===== src/rtl/rx_trig_pkg.sv =====
package rx_trig_pkg;

   typedef enum logic [1:0] {
      RX_IDLE  = 2'd0,
      RX_START = 2'd1,
      RX_DATA  = 2'd2,
      RX_STOP  = 2'd3
   } rx_state_t;

   // fill threshold selected by the 2-bit select field
   function automatic int unsigned trig_level(input logic [1:0] sel);
      case (sel)
         2'b00:   return 1;
         2'b01:   return 4;
         2'b10:   return 8;
         default: return 14;
      endcase
   endfunction

endpackage


===== src/rtl/rx_line_sampler.sv =====
module rx_line_sampler
   import rx_trig_pkg::*;
#(
   parameter int DATA_W      = 8,
   parameter int OSR         = 16,
   parameter int SYNC_STAGES = 2
) (
   input  logic              clk,
   input  logic              rst_n,
   input  logic              tick,
   input  logic              rxd,
   output logic              valid_o,
   output logic [DATA_W-1:0] byte_o
);
   localparam int TW = $clog2(OSR);
   localparam int BW = $clog2(DATA_W) + 1;
   localparam logic [TW-1:0] MID  = TW'(OSR / 2 - 1);
   localparam logic [TW-1:0] LAST = TW'(OSR - 1);
   localparam logic [BW-1:0] LAST_BIT = BW'(DATA_W - 1);

   if (OSR < 4 || (OSR & (OSR - 1)) != 0) begin : g_bad_osr
      $error("OSR must be a power of two of at least 4");
   end

   logic line;

   if (SYNC_STAGES == 0) begin : g_nosync
      assign line = rxd;
   end else begin : g_sync
      logic [SYNC_STAGES-1:0] sr;
      always_ff @(posedge clk or negedge rst_n) begin
         if (!rst_n) begin
            sr <= '1;
         end else begin
            sr[0] <= rxd;
            for (int k = 1; k < SYNC_STAGES; k++) sr[k] <= sr[k-1];
         end
      end
      assign line = sr[SYNC_STAGES-1];
   end

   rx_state_t         state;
   logic [TW-1:0]     tcnt;
   logic [BW-1:0]     bidx;
   logic [DATA_W-1:0] shreg;

   always_ff @(posedge clk or negedge rst_n) begin
      if (!rst_n) begin
         state   <= RX_IDLE;
         tcnt    <= '0;
         bidx    <= '0;
         shreg   <= '0;
         valid_o <= 1'b0;
      end else begin
         valid_o <= 1'b0;
         if (tick) begin
            case (state)
               RX_IDLE: begin
                  if (!line) begin
                     state <= RX_START;
                     tcnt  <= '0;
                  end
               end
               RX_START: begin
                  if (tcnt == MID) begin
                     tcnt <= '0;
                     bidx <= '0;
                     state <= line ? RX_IDLE : RX_DATA;
                  end else begin
                     tcnt <= tcnt + 1'b1;
                  end
               end
               RX_DATA: begin
                  if (tcnt == LAST) begin
                     tcnt  <= '0;
                     shreg <= {line, shreg[DATA_W-1:1]};
                     if (bidx == LAST_BIT) state <= RX_STOP;
                     else                  bidx  <= bidx + 1'b1;
                  end else begin
                     tcnt <= tcnt + 1'b1;
                  end
               end
               default: begin
                  if (tcnt == LAST) begin
                     tcnt    <= '0;
                     valid_o <= 1'b1;
                     state   <= RX_IDLE;
                  end else begin
                     tcnt <= tcnt + 1'b1;
                  end
               end
            endcase
         end
      end
   end

   assign byte_o = shreg;
endmodule


===== src/rtl/rx_byte_store.sv =====
module rx_byte_store #(
   parameter int DATA_W = 8,
   parameter int DEPTH  = 16,
   localparam int PTR_W = $clog2(DEPTH),
   localparam int CNT_W = $clog2(DEPTH + 1)
) (
   input  logic              clk,
   input  logic              rst_n,
   input  logic              push,
   input  logic [DATA_W-1:0] push_data,
   input  logic              pop,
   input  logic              clr_ovr,
   output logic [DATA_W-1:0] head,
   output logic [CNT_W-1:0]  count,
   output logic              ovr
);
   if (DEPTH != (1 << PTR_W)) begin : g_bad_depth
      $error("DEPTH must be a power of two");
   end

   logic [PTR_W-1:0] wr_ptr, rd_ptr;
   logic [DATA_W-1:0] mem [DEPTH];
   logic full, empty, do_push, do_pop;

   assign full    = (count == CNT_W'(DEPTH));
   assign empty   = (count == '0);
   assign do_push = push && !full;
   assign do_pop  = pop && !empty;

   for (genvar i = 0; i < DEPTH; i++) begin : g_entry
      always_ff @(posedge clk or negedge rst_n) begin
         if (!rst_n)                                    mem[i] <= '0;
         else if (do_push && wr_ptr == PTR_W'(i))       mem[i] <= push_data;
      end
   end

   always_ff @(posedge clk or negedge rst_n) begin
      if (!rst_n) begin
         wr_ptr <= '0;
         rd_ptr <= '0;
         count  <= '0;
         ovr    <= 1'b0;
      end else begin
         if (do_push) wr_ptr <= wr_ptr + 1'b1;
         if (do_pop)  rd_ptr <= rd_ptr + 1'b1;
         if (do_push && !do_pop)      count <= count + 1'b1;
         else if (do_pop && !do_push) count <= count - 1'b1;
         if (push && full)  ovr <= 1'b1;
         else if (clr_ovr)  ovr <= 1'b0;
      end
   end

   assign head = mem[rd_ptr];
endmodule


===== src/rtl/rx_trig_irq.sv =====
module rx_trig_irq
   import rx_trig_pkg::*;
#(
   parameter int CNT_W = 5
) (
   input  logic             irq_en,
   input  logic [1:0]       sel,
   input  logic [CNT_W-1:0] count,
   output logic             irq
);
   logic [CNT_W-1:0] level;
   assign level = CNT_W'(trig_level(sel));
   assign irq   = irq_en && (count >= level);
endmodule


===== src/rtl/rx_trig_fifo.sv =====
module rx_trig_fifo #(
   parameter int DATA_W      = 8,
   parameter int DEPTH       = 16,
   parameter int OSR         = 16,
   parameter int SYNC_STAGES = 2,
   localparam int CNT_W      = $clog2(DEPTH + 1)
) (
   input  logic              clk,
   input  logic              rst_n,
   input  logic              baud_tick,
   input  logic              rxd,
   input  logic              rd_en,
   output logic [DATA_W-1:0] rd_data,
   input  logic              lsr_rd,
   output logic              overrun,
   input  logic              irq_en,
   input  logic [1:0]        trig_sel,
   output logic              irq,
   output logic [CNT_W-1:0]  fifo_count
);
   if (DEPTH < 14) begin : g_bad_thresh
      $error("DEPTH must reach the highest threshold of 14");
   end

   logic              rx_valid;
   logic [DATA_W-1:0] rx_byte;

   rx_line_sampler #(.DATA_W(DATA_W), .OSR(OSR), .SYNC_STAGES(SYNC_STAGES)) u_sampler (
      .clk(clk), .rst_n(rst_n), .tick(baud_tick), .rxd(rxd),
      .valid_o(rx_valid), .byte_o(rx_byte)
   );

   rx_byte_store #(.DATA_W(DATA_W), .DEPTH(DEPTH)) u_store (
      .clk(clk), .rst_n(rst_n), .push(rx_valid), .push_data(rx_byte),
      .pop(rd_en), .clr_ovr(lsr_rd), .head(rd_data), .count(fifo_count),
      .ovr(overrun)
   );

   rx_trig_irq #(.CNT_W(CNT_W)) u_irq (
      .irq_en(irq_en), .sel(trig_sel), .count(fifo_count), .irq(irq)
   );
endmodule


===== config.mk =====
export PLATFORM = sky130hd
export DESIGN_NAME = rx_trig_fifo
export DESIGN_NICKNAME = d
export VERILOG_FILES = /design/src/rtl/rx_trig_pkg.sv /design/src/rtl/rx_line_sampler.sv /design/src/rtl/rx_byte_store.sv /design/src/rtl/rx_trig_irq.sv /design/src/rtl/rx_trig_fifo.sv
export SDC_FILE = /design/constraint.sdc
export NUM_CORES = 1
export LEC_CHECK = 0
export ABC_CLOCK_PERIOD_IN_PS = 4200
export CAP_MARGIN = 40
export CELL_PAD_IN_SITES_DETAIL_PLACEMENT = 1
export CELL_PAD_IN_SITES_GLOBAL_PLACEMENT = 1
export CORE_UTILIZATION = 30
export CTS_CLUSTER_SIZE = 10
export DETAILED_ROUTE_END_ITERATION = 8
export PLACE_DENSITY = 0.49
export SLEW_MARGIN = 10
export SYNTH_ARGS = -nofsm -noshare
export SYNTH_HDL_FRONTEND = slang
export SYNTH_SLANG_ARGS = --single-unit

===== constraint.sdc =====
create_clock -name clk -period 4.2 [get_ports clk]
set_input_delay 0.84 -clock clk [delete_from_list [all_inputs] [get_ports clk]]
set_output_delay 0.84 -clock clk [all_outputs]
set_load 0.01 [all_outputs]

==> impl_metrics.json <==
{
  "outcome": "completed",
  "crit_path_max_incr_delay_ns": 0.86,
  "endpoint_kind": "output pin",
  "routed_wl_um": 18970,
  "io_buffers": 23,
  "synth_warnings": 0,
  "post_dp_cell_area_mm2": 0.008249,
  "diodes": 0,
  "nets": 585,
  "clock-sinks": 163,
  "power.share.sequential_pct": 43.4,
  "ioPinCount": 24,
  "drc_errors": 0,
  "cts_made_buffers": 17,
  "cp_data_arrival_time_ns": 2.88,
  "grt_overflow": 0,
  "track_usage_pct": 15.81,
  "synth.top_cells.by_count": "dfrtp_1, mux2_2, mux4_2",
  "synth_most_common_cell": "dfrtp_1",
  "start_kind": "flop",
  "ant_nets": 0,
  "h-tree-depth": 4,
  "p_comb_share_pct": 19.8,
  "setup_tns_ns": 0,
  "firstDrtPassIters": 4,
  "syn_nets": 570,
  "max_cap_viol_count": 0,
  "grt_pass1_wl_um": 30750,
  "intPower_w": 0.002879,
  "async_reset_ff_share_pct": 100.0,
  "gp_congestion": 0.7309,
  "skew_ns": 0.009530,
  "r2r_start": "u_store.count[1]$_DFFE_PN0P_",
  "dpl.hpwl_um": 12460,
  "fmax_mhz": 269.1,
  "multi_input_area_mm2": 0.003385,
  "reg2reg_slack_ns": 1.25,
  "hold_slack_ns": 0.1934,
  "period_needed_ns": 3.716,
  "synth_fa_ha_area_share_pct": 2.872,
  "vdd_drop_max_uv": 216.8,
  "criticalPathCategory": "reg -> out",
  "netlist_top_cells_area": "dfrtp_1, mux2_2, mux4_2",
  "synth_top_area_share_pct": 52.54,
  "synth_edf_count": 0,
  "leakage_nw": 4.140,
  "clk_latency_ns": 0.42,
  "die_x_um": 161.9,
  "filler_cell_count": 2634,
  "path_max_fanout": 12,
  "maxSlewHeadroom_pct": 40.79,
  "cts_root_buf": "clkbuf_16",
  "wl_per_cell_um": 21.03,
  "synth_compound_area_share_pct": 3.867,
  "rows": 58,
  "cts_tree": "yes",
  "synth_area_mm2": 0.007669,
  "hold_buffers": 0,
  "r2r_cells": 10,
  "cts_setup_buffers": 0,
  "drive_gt1_share_pct": 38.46,
  "synth_area_per_cell_um2": 14.10,
  "clk_pin_slew_ns": 0.07,
  "layout_worst_path_cycle_share_pct": 88.48,
  "critPathSlowestCell": "dfrtp_1",
  "synth_seq_cells": 163,
  "dieArea_mm2": 0.02621,
  "syn_inst": 544,
  "synthSimpleGateAreaFrac_pct": 6.592,
  "power.net_switching_w": 0.001258,
  "r2r-end": "u_store.count[4]$_DFFE_PN0P_",
  "register_area_mm2": 0.004083,
  "vias_per_cell": 5.019,
  "setup_violations": 0,
  "worst_slew_pin_slew_ns": 0.8806,
  "grt_pass1_vias": 5103,
  "cts-resized-gates": 0,
  "path_cells": "buf_4, mux4_2, a22oi_1, nand2_1, clkdlybuf4s50_1",
  "grt_max_degree": 87,
  "synthFlopType": "dfrtp_1",
  "pwr-share-clk_pct": 36.8,
  "initial_core_util_pct": 30.54,
  "vias": 4527,
  "antenna_found_initial": 0,
  "synth_top_area_cell": "dfrtp_1",
  "yosysSeqAreaShare_pct": 53.22,
  "rsz0062_at_grt": "false",
  "report.final.slew_viol_count": 0,
  "hold_violations": 0,
  "clockBufferDepth": 2,
  "critPathRequiredTime_ns": 3.36,
  "synthMuxAreaShare_pct": 29.78,
  "areaGrowthSynthToFinish_pct": 15.43,
  "hold_class": "in -> async",
  "synth_top_family_by_area": "multiplexers",
  "core_area_mm2": 0.02511,
  "die_y_um": 161.9,
  "drtIter0Drc": 204,
  "synthXorXnorAreaFrac_pct": 1.028,
  "design_area_mm2": 0.008852,
  "power_density_mw_per_mm2": 467.3,
  "sw_frac_of_total_pct": 30.40,
  "ys_types": 45
}
## power by group through the flow
stage	sequential (W)	combinational (W)	clock (W)
CTS	0.00180	0.000841	0.00157
global route	0.00182	0.000911	0.00163
floorplan	0.00175	0.000572	0
global placement	0.00183	0.000826	0
finish	0.00180	0.000819	0.00152
detailed placement	0.00183	0.000837	0
## state kept, by name, indices dropped and copies added (netlist names), 4 cells and up
name,count
u_sampler.byte_o,8
u_store.rd_ptr,4
u_store.wr_ptr,4
u_sampler.tcnt,4
u_store.mem,128
u_store.count,5
u_sampler.bidx,4
## cell type report
class	instances	area share (%)
repair buffers	32	3.972
clock inverters	10	1.145
flip-flops and latches	163	46.12
well taps	330	4.664
multi-input cells	333	38.23
inverters	12	0.5088
clock buffers	22	5.357
## layer usage
metal	vias up	global-route usage [%]	share of wire, %
met5	-	0	0
met4	0	4.331	1.2
met3	15	3.115	2.3
met2	56	25.97	48
met1	2438	21.22	48
li1	2018	-	-
## how the worst max path moves through the flow
| stage | slack [ns] | startpoint | to | cells past startpoint |
|---|---|---|---|---|
| floorplan | 1.52 | u_store.count[1]$_DFFE_PN0P_ | u_store.count[4]$_DFFE_PN0P_ | 10 |
| global route | 0.35 | u_store.rd_ptr[1]$_DFFE_PN0P_ | rd_data[5] | 5 |
| CTS | 0.43 | u_store.rd_ptr[1]$_DFFE_PN0P_ | rd_data[4] | 5 |
| finish | 0.48 | u_store.rd_ptr[1]$_DFFE_PN0P_ | rd_data[4] | 5 |
| global placement | 0.76 | trig_sel[0] | irq | 8 |
| detailed placement | 0.57 | trig_sel[1] | irq | 7 |
## metrics by stage
step                      setup WS, ns  power (W)  std cells  util, %
after global routing            0.3478   0.004358        902    35.26
after detailed placement        0.5668   0.002666        869    32.85
after CTS                       0.4343   0.004206        901    35.15
after global placement          0.7645   0.002653        868    32.79
final                           0.4837   0.004137        902    35.26
after floorplan                  1.525   0.002322        544        -
## logic make-up (layout without fill, tap and decap cells)
logic type      count (synthesis)  count (layout)
compound gates                 43              43
xor+xnor                        9               9
fa+ha+maj                      17              17
buf+inv                        48              76
flops                         163             163
mux                           171             171
simple gates                   93              93
## cells in the final DEF, fill, tap and decap left out, types with 2 or more instances in the layout
cell type,count
o2111ai_1,2
and3_1,12
or3_1,3
nand3_1,8
a22oi_1,17
o21a_1,2
clkdlybuf4s50_1,22
dfrtp_1,160
ha_1,16
clkinvlp_4,3
nand4_1,2
nor2_1,10
buf_12,2
and2_1,2
nor2b_1,8
a21oi_1,4
clkbuf_1,2
mux4_2,32
inv_1,12
o31ai_1,2
nor3_1,4
nand3_2,4
mux2_2,137
dfstp_2,2
mux2i_1,2
xnor2_1,8
clkinv_4,4
clkbuf_8,3
o21ai_0,10
clkbuf_16,17
buf_4,5
nand2_1,31
## worst max-delay path: cells and delay by family, from the launching register on
kind                   cells  cell delay, ns
muxes                      1            0.32
DFF                        1            0.86
and+or+nand+nor            1            0.13
buffers and inverters      2            0.83
AOI/OAI and AO/OA          1            0.32
Power figures use the tool's default switching activity.
